--- config.mk ---
export PLATFORM = sky130hd
export DESIGN_NAME = wave_streamer
export DESIGN_NICKNAME = d
export VERILOG_FILES = /design/src/rtl/wvs_pkg.sv /design/src/rtl/wvs_cfg_regs.sv /design/src/rtl/wvs_axis.sv /design/src/rtl/wvs_addr_gen.sv /design/src/rtl/wave_streamer.sv
export SDC_FILE = /design/constraint.sdc
export NUM_CORES = 1
export LEC_CHECK = 0
export BUFFER_PORTS_ARGS = -buffer_cell sky130_fd_sc_hd__buf_2
export CAP_MARGIN = 5
export CORE_UTILIZATION = 45
export CTS_BUF_LIST = sky130_fd_sc_hd__clkbuf_8
export CTS_CLUSTER_DIAMETER = 30
export DETAILED_ROUTE_END_ITERATION = 6
export PLACE_DENSITY_LB_ADDON = 0.2
export SYNTH_ARGS = -nofsm -noshare
export SYNTH_HDL_FRONTEND = slang
export SYNTH_SLANG_ARGS = --single-unit
--- constraint.sdc ---
create_clock -name clk -period 6.9 [get_ports clk]
set_input_delay 0.69 -clock clk [delete_from_list [all_inputs] [get_ports clk]]
set_output_delay 0.69 -clock clk [all_outputs]
set_load 0.02 [all_outputs]
--- src/rtl/wvs_pkg.sv ---
package wvs_pkg;
  parameter int unsigned CNT_W = 12;
  localparam int unsigned POS_W = CNT_W + 1;

  typedef enum logic [2:0] {
    SEL_CTRL    = 3'd0,
    SEL_H_ACT   = 3'd1,
    SEL_H_BLANK = 3'd2,
    SEL_H_STRB  = 3'd3,
    SEL_V_ACT   = 3'd4,
    SEL_V_BLANK = 3'd5,
    SEL_V_STRB  = 3'd6
  } cfg_sel_e;

  typedef struct packed {
    logic [CNT_W-1:0] h_act;
    logic [CNT_W-1:0] h_blank;
    logic [CNT_W-1:0] h_strb;
    logic [CNT_W-1:0] v_act;
    logic [CNT_W-1:0] v_blank;
    logic [CNT_W-1:0] v_strb;
  } timing_t;

  localparam timing_t CFG_RESET = '{
    h_act:   CNT_W'(1),
    h_blank: CNT_W'(1),
    h_strb:  '0,
    v_act:   CNT_W'(1),
    v_blank: CNT_W'(1),
    v_strb:  '0
  };
endpackage

--- src/rtl/wvs_cfg_regs.sv ---
module wvs_cfg_regs
  import wvs_pkg::*;
(
  input  logic             clk,
  input  logic             rst_n,
  input  logic             cfg_we,
  input  logic [2:0]       cfg_sel,
  input  logic [CNT_W-1:0] cfg_wdata,
  input  logic             load_shadow,
  output logic             run,
  output timing_t          active_cfg
);
  timing_t live_q, live_d, shad_d;
  logic    run_d;

  // next-state: live registers take writes, shadow copies live at frame start
  always_comb begin
    live_d = live_q;
    run_d  = run;
    if (cfg_we) begin
      case (cfg_sel)
        SEL_CTRL:    run_d          = cfg_wdata[0];
        SEL_H_ACT:   live_d.h_act   = cfg_wdata;
        SEL_H_BLANK: live_d.h_blank = cfg_wdata;
        SEL_H_STRB:  live_d.h_strb  = cfg_wdata;
        SEL_V_ACT:   live_d.v_act   = cfg_wdata;
        SEL_V_BLANK: live_d.v_blank = cfg_wdata;
        SEL_V_STRB:  live_d.v_strb  = cfg_wdata;
        default:     ;
      endcase
    end
    shad_d = load_shadow ? live_q : active_cfg;
  end

  always_ff @(posedge clk or negedge rst_n) begin
    if (!rst_n) begin
      run        <= 1'b0;
      live_q     <= CFG_RESET;
      active_cfg <= CFG_RESET;
    end else begin
      run        <= run_d;
      live_q     <= live_d;
      active_cfg <= shad_d;
    end
  end
endmodule

--- src/rtl/wvs_axis.sv ---
// One timing axis: active span, blanking span, strobe at start of blanking.
module wvs_axis
  import wvs_pkg::*;
(
  input  logic             clk,
  input  logic             rst_n,
  input  logic             run,
  input  logic             adv,
  input  logic [CNT_W-1:0] n_act,
  input  logic [CNT_W-1:0] n_blank,
  input  logic [CNT_W-1:0] n_strb,
  output logic             in_act,
  output logic             in_strb,
  output logic             at_last
);
  logic [POS_W-1:0] pos_q, pos_d;
  logic [POS_W-1:0] act_end, strb_end, last_pos;

  always_comb begin
    act_end  = {1'b0, n_act};
    strb_end = {1'b0, n_act} + {1'b0, n_strb};
    last_pos = {1'b0, n_act} + {1'b0, n_blank} - POS_W'(1);
    in_act   = pos_q < act_end;
    in_strb  = (pos_q >= act_end) && (pos_q < strb_end);
    at_last  = pos_q == last_pos;
  end

  always_comb begin
    pos_d = pos_q;
    if (!run)        pos_d = '0;
    else if (adv)    pos_d = at_last ? '0 : pos_q + POS_W'(1);
  end

  always_ff @(posedge clk or negedge rst_n) begin
    if (!rst_n) pos_q <= '0;
    else        pos_q <= pos_d;
  end
endmodule

--- src/rtl/wvs_addr_gen.sv ---
module wvs_addr_gen #(
  parameter int unsigned ADDR_W = 12
) (
  input  logic              clk,
  input  logic              rst_n,
  input  logic              run,
  input  logic              step,
  input  logic              in_active,
  input  logic              frame_end,
  output logic [ADDR_W-1:0] addr
);
  logic [ADDR_W-1:0] addr_d;

  always_comb begin
    addr_d = addr;
    if (!run)                  addr_d = '0;
    else if (step && frame_end) addr_d = '0;
    else if (step && in_active) addr_d = addr + ADDR_W'(1);
  end

  always_ff @(posedge clk or negedge rst_n) begin
    if (!rst_n) addr <= '0;
    else        addr <= addr_d;
  end
endmodule

--- src/rtl/wave_streamer.sv ---
module wave_streamer
  import wvs_pkg::*;
#(
  parameter int unsigned DATA_W = 24,
  parameter int unsigned ADDR_W = 12
) (
  input  logic              clk,
  input  logic              rst_n,
  input  logic              cfg_we,
  input  logic [2:0]        cfg_sel,
  input  logic [CNT_W-1:0]  cfg_wdata,
  input  logic              pix_en,
  input  logic [DATA_W-1:0] mem_rdata,
  output logic [ADDR_W-1:0] mem_addr,
  output logic [DATA_W-1:0] pix_out,
  output logic              line_strb,
  output logic              frame_strb
);
  localparam int unsigned SYNC_STAGES = 2;

  logic [SYNC_STAGES-1:0] rst_sync_q;
  logic                   rst_core_n;

  // asynchronous assert, synchronous release
  always_ff @(posedge clk or negedge rst_n) begin
    if (!rst_n) rst_sync_q <= '0;
    else        rst_sync_q <= {rst_sync_q[SYNC_STAGES-2:0], 1'b1};
  end
  assign rst_core_n = rst_sync_q[SYNC_STAGES-1];

  logic    run_q, step, load_shadow, frame_wrap;
  timing_t cfg;
  logic    h_act, h_strb, h_last, v_act, v_strb, v_last;
  logic    in_active, frame_end;

  assign step        = run_q & pix_en;
  assign in_active   = h_act & v_act;
  assign frame_end   = h_last & v_last;
  assign frame_wrap  = step & frame_end;
  assign load_shadow = ~run_q | frame_wrap;

  wvs_cfg_regs u_cfg (
    .clk         (clk),
    .rst_n       (rst_core_n),
    .cfg_we      (cfg_we),
    .cfg_sel     (cfg_sel),
    .cfg_wdata   (cfg_wdata),
    .load_shadow (load_shadow),
    .run         (run_q),
    .active_cfg  (cfg)
  );

  wvs_axis u_h_axis (
    .clk     (clk),
    .rst_n   (rst_core_n),
    .run     (run_q),
    .adv     (step),
    .n_act   (cfg.h_act),
    .n_blank (cfg.h_blank),
    .n_strb  (cfg.h_strb),
    .in_act  (h_act),
    .in_strb (h_strb),
    .at_last (h_last)
  );

  wvs_axis u_v_axis (
    .clk     (clk),
    .rst_n   (rst_core_n),
    .run     (run_q),
    .adv     (step & h_last),
    .n_act   (cfg.v_act),
    .n_blank (cfg.v_blank),
    .n_strb  (cfg.v_strb),
    .in_act  (v_act),
    .in_strb (v_strb),
    .at_last (v_last)
  );

  wvs_addr_gen #(.ADDR_W(ADDR_W)) u_addr (
    .clk       (clk),
    .rst_n     (rst_core_n),
    .run       (run_q),
    .step      (step),
    .in_active (in_active),
    .frame_end (frame_end),
    .addr      (mem_addr)
  );

  logic [DATA_W-1:0] pix_d;
  logic              ls_d, fs_d;

  always_comb begin
    pix_d = pix_out;
    ls_d  = line_strb;
    fs_d  = frame_strb;
    if (!run_q) begin
      pix_d = '0;
      ls_d  = 1'b0;
      fs_d  = 1'b0;
    end else if (step) begin
      pix_d = in_active ? mem_rdata : '0;
      ls_d  = h_strb;
      fs_d  = v_strb;
    end
  end

  always_ff @(posedge clk or negedge rst_core_n) begin
    if (!rst_core_n) begin
      pix_out    <= '0;
      line_strb  <= 1'b0;
      frame_strb <= 1'b0;
    end else begin
      pix_out    <= pix_d;
      line_strb  <= ls_d;
      frame_strb <= fs_d;
    end
  end
endmodule

Word-level counts from Yosys, hierarchy flattened
Index checks and enable logic that the tools add are counted.
W data, S select, Z words.
{"block": "word_totals", "wordCells": 81, "ff_bits": 211, "out_inout_bits": 38}
{"block": "op_classes", "eq_ne": 11, "reduce_logical": 12, "mux": 16, "bitwise": 7, "addsub": 9, "order_cmp": 6}
{"cell": "$mux W13", "n": 6}
{"cell": "$mux W24", "n": 3}
{"cell": "$add A12 B12 Y13", "n": 4}
{"cell": "$mux W12", "n": 3}
{"cell": "$add A13 B1 Y13 const B", "n": 2}
{"cell": "$eq A13 B13 Y1", "n": 2}
{"cell": "$ge A13 B12 Y1", "n": 2}
{"cell": "$lt A13 B12 Y1", "n": 2}
{"cell": "$lt A13 B13 Y1", "n": 2}
{"cell": "$sub A13 B1 Y13 const B", "n": 2}
{"cell": "$reduce_and A2 Y1", "n": 7}
{"cell": "$add A12 B1 Y12 const B", "n": 1}
{"cell": "$eq A3 B3 Y1 const B", "n": 3}
{"cell": "$eq A3 B2 Y1 const B", "n": 2}
{"cell": "$and A1 B1 Y1", "n": 5}
{"cell": "$logic_and A1 B1 Y1", "n": 4}
{"cell": "$mux W1", "n": 4}
{"cell": "$eq A3 B1 Y1 const B", "n": 1}
{"cell": "$logic_not A3 Y1", "n": 1}
{"cell": "$ne A3 B1 Y1 const B", "n": 1}
{"cell": "$ne A2 B1 Y1 const B", "n": 1}
{"cell": "$ne A2 B2 Y1 const B", "n": 1}
{"cell": "$not A1 Y1", "n": 1}
{"cell": "$or A1 B1 Y1", "n": 1}

Depth between registers and ports, before layout
Gate-level depths: netlist of the first run.
{"block": "logic_depth", "word_depth": 7, "ltp_mapped": 18}

By module
From an unflattened synthesis of the first run, not the netlist that was laid out.
{"block": "unflattened", "hier_cells": 1227, "hier_area_um2": 13252.7}
{"module": "wvs_cfg_regs", "seq_area_each_um2": 3638.5, "cells_per_inst": 311, "area_each_um2": 5575.3, "instances": 1}
{"module": "wvs_axis at u_h_axis", "seq_area_each_um2": 325.3, "cells_per_inst": 362, "area_each_um2": 2832.7, "instances": 1}
{"module": "wvs_axis at u_v_axis", "seq_area_each_um2": 325.3, "cells_per_inst": 363, "area_each_um2": 2812.7, "instances": 1}
{"module": "wave_streamer", "seq_area_each_um2": 700.7, "cells_per_inst": 126, "area_each_um2": 1416.4, "instances": 1}
{"module": "wvs_addr_gen", "seq_area_each_um2": 300.3, "cells_per_inst": 65, "area_each_um2": 615.6, "instances": 1}

Worst setup path before layout of the first run
Ideal clock, no wire load.
{"block": "synth_path", "path_kind": "register to register", "startpoint": "reg u_cfg.active_cfg[60] in the netlist's numbering", "endpoint": "reg u_cfg.active_cfg[36] in the netlist's numbering", "stages_incl_launch_ff": 18, "required_time_ns": 6.773, "arrival_ns": 3.697, "setup_slack_ns": 3.076, "path_cell_list": "dfstp_2 -> inv_1 -> ha_1 -> inv_1 -> ha_1 -> inv_1 -> fa_1 -> nand2b_1 -> a21o_1 -> a2111oi_1 -> a211oi_2 -> nand2b_1 -> or4_1 -> buf_2 -> o21ai_4 -> buf_8 -> buf_8 -> mux2_1"}
{"block": "synth_via", "elab_chain_cells": 6}
{"item": "start, declared", "line": "wvs_cfg_regs.sv:11", "source": "output timing_t active_cfg"}
{"item": "start signal, assigned", "line": "wvs_cfg_regs.sv:39", "source": "active_cfg <= CFG_RESET;"}
{"item": "start signal, assigned", "line": "wvs_cfg_regs.sv:43", "source": "active_cfg <= shad_d;"}
{"item": "$add A12 B12 Y13", "line": "wvs_axis.sv:22", "source": "last_pos = {1'b0, n_act} + {1'b0, n_blank} - POS_W'(1);"}
{"item": "$sub A13 B1 Y13", "line": "wvs_axis.sv:22"}
{"item": "$eq A13 B13 Y1", "line": "wvs_axis.sv:25", "source": "at_last = pos_q == last_pos;"}
{"item": "$and A1 B1 Y1", "line": "wave_streamer.sv:38", "source": "assign frame_end = h_last & v_last;"}
{"item": "$and A1 B1 Y1", "line": "wave_streamer.sv:39", "source": "assign frame_wrap = step & frame_end;"}
{"item": "$or A1 B1 Y1", "line": "wave_streamer.sv:40", "source": "assign load_shadow = ~run_q | frame_wrap;"}
No other way between the ends.
A chain may end at the register's enable or synchronous reset.

Final worst setup path of the first run
{"block": "layout_path", "startpoint": "reg u_cfg.active_cfg[61] in the netlist's numbering", "endpoint": "reg u_cfg.active_cfg[45] in the netlist's numbering"}
The elaborated chain is that of the path after synthesis.

==> results of run 1 <==
## area by class of cell
class / count / area share
clock buffers: 55 / 0.05135
clock inverters: 37 / 0.03123
inverters: 110 / 0.02801
multi-input cells: 800 / 0.4647
flip-flops and latches: 211 / 0.3591
repair buffers: 89 / 0.03361
well taps: 378 / 0.03208
## registers in the layout, summed over array words and instances (netlist names)
| name | flops |
|---|---|
| u_cfg.active_cfg | 72 |
| u_cfg.live_q | 72 |
| pix_out | 24 |
| u_h_axis.pos_q | 13 |
| u_v_axis.pos_q | 13 |
| u_addr.addr | 12 |
| rst_sync_q | 2 |
| frame_strb | 1 |
| line_strb | 1 |
| u_cfg.run | 1 |
## placed cells by master, fill, tap and decap left out, types with 28 or more instances in the layout
master	netlist	layout
xnor2_1	40	40
nand3_1	35	35
o21ai_0	34	34
nand2_1	35	35
mux2_4	40	40
a21o_1	28	28
inv_1	110	115
xor2_1	34	34
dfrtp_1	203	202
nor2_1	42	42
clkbuf_8	0	55
ha_1	121	121
buf_2	3	80
mux2_2	98	98
a21oi_1	42	42
## worst reg2reg max path: stages, from the launching register on
cell       delay (ps)
dfrtp_1           410
inv_1              80
ha_1              270
inv_1              60
ha_1              160
inv_1              50
fa_1              390
nand2b_1          180
a21o_1            210
a2111oi_1         430
a211oi_2          160
nand2b_1          170
or4_1             690
o21ai_4           280
buf_12            440
mux2_2            480
## cells by family (layout without fill, tap and decap cells)
logic type | Yosys count | in the layout | share of synthesized area
multiplexers | 148 | 148 | 0.1420
AND/OR/NAND/NOR | 260 | 260 | 0.1124
flip-flops | 211 | 211 | 0.4142
adder cells (fa/ha/maj) | 125 | 125 | 0.1248
AO/OA/AOI/OAI | 192 | 192 | 0.1040
other | 1 | 1 | 0.0002936
XOR/XNOR | 74 | 74 | 0.05075
buffers and inverters | 147 | 291 | 0.05153
## where the power goes
| part | total [mW] | switching, mW | internal [mW] |
|---|---|---|---|
| clock | 1.74 | 0.646 | 1.09 |
| combinational | 3.49 | 1.86 | 1.63 |
| sequential | 1.76 | 0.225 | 1.54 |
| total | 6.99 | 2.73 | 4.26 |
## timing repair
action | 4_1_cts | 5_1_grt
hold endpoints to repair | 2 | 0
setup endpoints to repair | 0 | 0
hold buffers | 1 | 0
## final timing paths
check	depth (start not counted)	to	startpoint	slack (ps)
worst min-delay path	2	pix_out[19]	mem_rdata[19]	330
min in group asynchronous	2	rst_sync_q[1]	rst_n	430
worst max register to register	15	u_cfg.active_cfg[45]	u_cfg.active_cfg[61]	2320
worst min register to register	0	rst_sync_q[1]	rst_sync_q[0]	350
max in group asynchronous	1	u_v_axis.pos_q[12]	rst_sync_q[1]	5200
worst max-delay path	15	u_cfg.active_cfg[45]	u_cfg.active_cfg[61]	2320
## stage by stage
step / hold slack (ps) / worst slack, ps / cells
after global placement: 337.0 / 2406 / 1587
final: 328.3 / 2316 / 1680
after floorplan: 331.2 / 598.7 / 1158
after detailed placement: 340.5 / 2305 / 1587
after CTS: 292.4 / 2299 / 1680
after global routing: 301.3 / 2052 / 1680
## routing by layer
layer | track usage | up-vias | share of wire
met1 | 0.3039 | 4318 | 0.52
met4 | 0.07521 | 0 | 0.029
met3 | 0.03442 | 59 | 0.037
li1 | - | 4388 | -
met5 | 0 | - | 0
met2 | 0.2992 | 169 | 0.42
==> impl_metrics.env, run 1 <==
export IMPL_critical_path_max_stage_delay_ps=690
export IMPL_fillers=2502
export IMPL_cts_root_buffer="clkbuf_8"
export IMPL_max_freq_ghz=0.2182
export IMPL_cpLargestDelayFamily="compound AO/OA/AOI/OAI gates"
export IMPL_synth_common_cells="dfrtp_1 (203), ha_1 (121), inv_1 (110)"
export IMPL_drive_gt1_frac=0.2627
export IMPL_overflow=0
export IMPL_yosys_warnings=0
export IMPL_finalPower_mw=6.990
export IMPL_io_buffers=80
export IMPL_yosysSeqAreaShare=0.4142
export IMPL_leakagePower_nw=7.203
export IMPL_cts_buffer_depth=3
export IMPL_nets=1430
export IMPL_regArea_sq_um=5294
export IMPL_clock_sinks=211
export IMPL_critPathRequiredTime_ps=7350
export IMPL_die_area_sq_um=29060
export IMPL_grt_max_degree=143
export IMPL_worst_ir_drop_vdd_mv=0.1755
export IMPL_syn_inst=1158
export IMPL_tightest_slew_ps=1040
export IMPL_synthToLayoutAreaGrowth_pct=15.44
export IMPL_hp_class="in -> reg"
export IMPL_setup_viol=0
export IMPL_drt_first_iter_violations=525
export IMPL_final_util=0.5292
export IMPL_die_x_microns=170.5
export IMPL_gp_congestion=0.9242
export IMPL_vias=8934
export IMPL_path_common_cell="inv_1"
export IMPL_ys_top_cells_by_area="dfrtp_1 (40%), ha_1 (12%), mux2_2 (8.6%), mux2_4 (4.7%), inv_1 (3.2%)"
export IMPL_htree_levels=2
export IMPL_slew_violations=0
export IMPL_cts_tree="done"
export IMPL_rows=61
export IMPL_hold_viol=0
export IMPL_slew_headroom=0.3028
export IMPL_fin_area_sq_um=14740
export IMPL_start_kind="register"
export IMPL_start_util=0.4584
export IMPL_rsz0062_at_grt="false"
export IMPL_core_area_sq_um=27860
export IMPL_cp_cell_sequence="inv_1, ha_1, inv_1, ha_1, inv_1, fa_1, nand2b_1, a21o_1, a2111oi_1, a211oi_2, nand2b_1, or4_1, o21ai_4, buf_12, mux2_2"
export IMPL_pwr_density_cell_nw_per_um2=474.1
export IMPL_cp_arrival_ps=5040
export IMPL_die_y_microns=170.5
export IMPL_syn_area_per_cell_sq_um=11.03
export IMPL_synth_most_common_cell="dfrtp_1"
export IMPL_crit_path_end_kind="register"
export IMPL_slowest_stage="or4_1"
export IMPL_pin_count=81
export IMPL_path_max_fanout=84
export IMPL_via_per_inst=5.318
export IMPL_antenna_found_initial=0
export IMPL_multi_input_area_sq_um=6850
export IMPL_ant_nets=0
export IMPL_syn_nets=1326
export IMPL_routed_wl_microns=28970
export IMPL_clk_latency_ps=580
export IMPL_dp_hpwl_microns=20770
export IMPL_setup_tns_ps=0
export IMPL_diodes=0
export IMPL_drc=0
export IMPL_clock_skew_ps=23.69
export IMPL_yosysTopAreaCellShare=0.3978
export IMPL_synth_edf_count=0
export IMPL_syn_cell_area_sq_um=12770
export IMPL_status="completed"
export IMPL_cts_resized_gates=0
export IMPL_synthArstFlopShare=1.000
export IMPL_period_minus_slack_ps=4584
export IMPL_placed_cell_area_sq_um=13520
export IMPL_maxCapViolCount=0
export IMPL_critPathKind="reg -> reg"
export IMPL_path_buf_inv=4
export IMPL_routedWlPerCell_microns=17.24
export IMPL_grt_pass1_vias=8519
export IMPL_synth_seq_cells=211
export IMPL_grt_first_pass_wirelength_microns=46560
export IMPL_path_clk_slew_ps=60
export IMPL_netlist_cell_type_count=71
export IMPL_fin_crit_sh=0.6643
export IMPL_post_cts_buffers=0
export IMPL_synth_area_leader_cell="dfrtp_1"
export IMPL_synthFlopType="dfrtp_1"
export IMPL_gr_usage_all_layers=0.2055
export IMPL_cts_buffers=50
export IMPL_drt_pass1_iterations=4
Note: power is estimated with default switching activity, not from simulation.
==> inputs of run 2 (changes only) <==
- clock period: 6.9 -> 3.9 ns (I/O delays scaled with it)
==> run 2 against run 1 <==
Global-route usage increased by 0.22 points. Clock-buffer cell count grew 2. Via count up 3.5%. Sequential share of layout area is 1.6 points lower. Core utilization increased by 2.4 points. First-iteration DRC count is 6.3% lower. Setup slack lost 2200 ps. Critical path type unchanged. Critical endpoint is now u_cfg.active_cfg[9]. Highest routed layer unchanged.
==> impl_metrics.env, run 2 (same netlist as run 1, synthesis figures left out) <==
export IMPL_ant_nets=0
export IMPL_overflow=0
export IMPL_use_met2=0.3125
export IMPL_max_freq_ghz=0.2620
export IMPL_routed_wl_microns=29900
export IMPL_via_per_inst=5.338
export IMPL_maxCapViolCount=0
export IMPL_largestRegisters="u_cfg.active_cfg x72, u_cfg.live_q x72, pix_out x24"
export IMPL_cts_buffers=49
export IMPL_mostFrequentLayoutCell="dfrtp_1"
export IMPL_clock_sinks=211
export IMPL_rows=61
export IMPL_htree_levels=2
export IMPL_critPathKind="reg -> reg"
export IMPL_nets=1485
export IMPL_start_util=0.4584
export IMPL_drt_first_iter_violations=492
export IMPL_fin_ws_ps=83.90
export IMPL_io_buffers=80
export IMPL_grt_max_degree=79
export IMPL_hold_viol=0
export IMPL_setup_tns_ps=0
export IMPL_path_clk_slew_ps=60
export IMPL_cts_root_buffer="clkbuf_8"
export IMPL_grtUsageMet3=0.03349
export IMPL_status="completed"
export IMPL_dp_hpwl_microns=21690
export IMPL_fillers=2406
export IMPL_crit_path_end_kind="register"
export IMPL_path_buf_inv=6
export IMPL_pwr_density_cell_nw_per_um2=859.5
export IMPL_path_max_fanout=7
export IMPL_post_place_ws_ps=-124.1
export IMPL_clk_latency_ps=580
export IMPL_critical_path_max_stage_delay_ps=550
export IMPL_grt_busiest_layer="met2"
export IMPL_worst_ir_drop_vdd_mv=0.4130
export IMPL_mostFrequentLayoutCells="dfrtp_1 (202), ha_1 (118), inv_1 (107)"
export IMPL_drt_pass1_iterations=5
export IMPL_gr_usage_all_layers=0.2077
export IMPL_antenna_found_initial=0
export IMPL_fin_crit_sh=0.9785
export IMPL_cp_cell_sequence="inv_2, ha_4, inv_2, ha_4, inv_2, fa_2, nand2b_4, a21o_1, a2111oi_4, a211oi_2, nand2b_4, or4_4, o21ai_4, buf_12, buf_12, clkbuf_16, mux2_4"
export IMPL_core_area_sq_um=27860
export IMPL_ff2ff_setup_slack_ps=80
export IMPL_critPathRequiredTime_ps=4340
export IMPL_die_x_microns=170.5
export IMPL_grt_pass1_vias=8861
export IMPL_slew_headroom=0.2337
export IMPL_cts_tree="done"
export IMPL_cp_arrival_ps=4260
export IMPL_pin_count=81
export IMPL_gp_congestion=0.8848
export IMPL_drive_gt1_frac=0.3139
export IMPL_die_y_microns=170.5
export IMPL_routedWlPerCell_microns=17.26
export IMPL_vias=9246
export IMPL_die_area_sq_um=29060
export IMPL_clock_skew_ps=25.23
export IMPL_grt_first_pass_wirelength_microns=47220
export IMPL_slowest_stage="dfstp_2"
export IMPL_rsz0062_at_grt="true"
export IMPL_holdWs_ps=33.03
export IMPL_grt_util_met1=0.3002
export IMPL_diodes=0
export IMPL_start_kind="register"
export IMPL_path_common_cell="inv_2"
export IMPL_slew_violations=0
export IMPL_tightest_slew_ps=1143
export IMPL_synthToLayoutAreaGrowth_pct=20.78
export IMPL_cpLargestDelayFamily="compound AO/OA/AOI/OAI gates"
export IMPL_drc=0
export IMPL_cts_buffer_depth=3
export IMPL_setup_viol=0
export IMPL_leakagePower_nw=7.556
export IMPL_period_minus_slack_ps=3816
export IMPL_hp_class="in -> reg"
run 2: area by class of cell:
type	instances	area [sq um]	share of cell area
multi-input cells	800	7017	0.4549
flip-flops and latches	211	5294	0.3432
repair buffers	145	1039	0.06733
clock buffers	57	784.5	0.05086
well taps	378	473.0	0.03066
inverters	110	412.9	0.02677
clock inverters	31	405.4	0.02628
run 2: path summary, 6_finish.rpt:
check / startpoint / end / cells past startpoint
max: u_cfg.active_cfg[60] / u_cfg.active_cfg[9] / 17
max in group asynchronous: rst_sync_q[1] / u_cfg.live_q[48] / 1
min reg2reg: rst_sync_q[0] / rst_sync_q[1] / 0
min: mem_rdata[18] / pix_out[18] / 2
max reg2reg: u_cfg.active_cfg[60] / u_cfg.active_cfg[9] / 17
min in group asynchronous: rst_n / rst_sync_q[1] / 2
run 2: routing by layer:
metal	vias up	routed length, microns
met2	196	12980
met3	55	1151
met1	4504	14880
met4	0	887
met5	-	0
li1	4491	-
run 2: timing repair:
action	in CTS	in global routing
cloned	0	1
setup buffers	0	14
gates resized for setup	7	45
pin swaps	0	10
endpoints found under the hold margin	2	0
hold buffers	1	0
endpoints found under the setup margin	34	84
run 2: per-stage QoR:
step	area [sq um]	power, mW	utilization	instances
final	15420	13.26	0.5537	1732
after CTS	15100	12.89	0.5421	1717
after detailed placement	13870	9.677	0.4980	1628
after global routing	15420	14.31	0.5537	1732
after floorplan	12770	8.017	-	1158
after global placement	13870	9.568	0.4980	1628
run 2: power breakdown:
group / internal, mW / switching (mW) / total, mW / leakage (nW)
Combinational: 3.46 / 3.66 / 7.12 / 4.31
Clock: 1.95 / 1.09 / 3.04 / 0.619
Sequential: 2.72 / 0.370 / 3.09 / 2.63
Total: 8.13 / 5.12 / 13.3 / 7.56
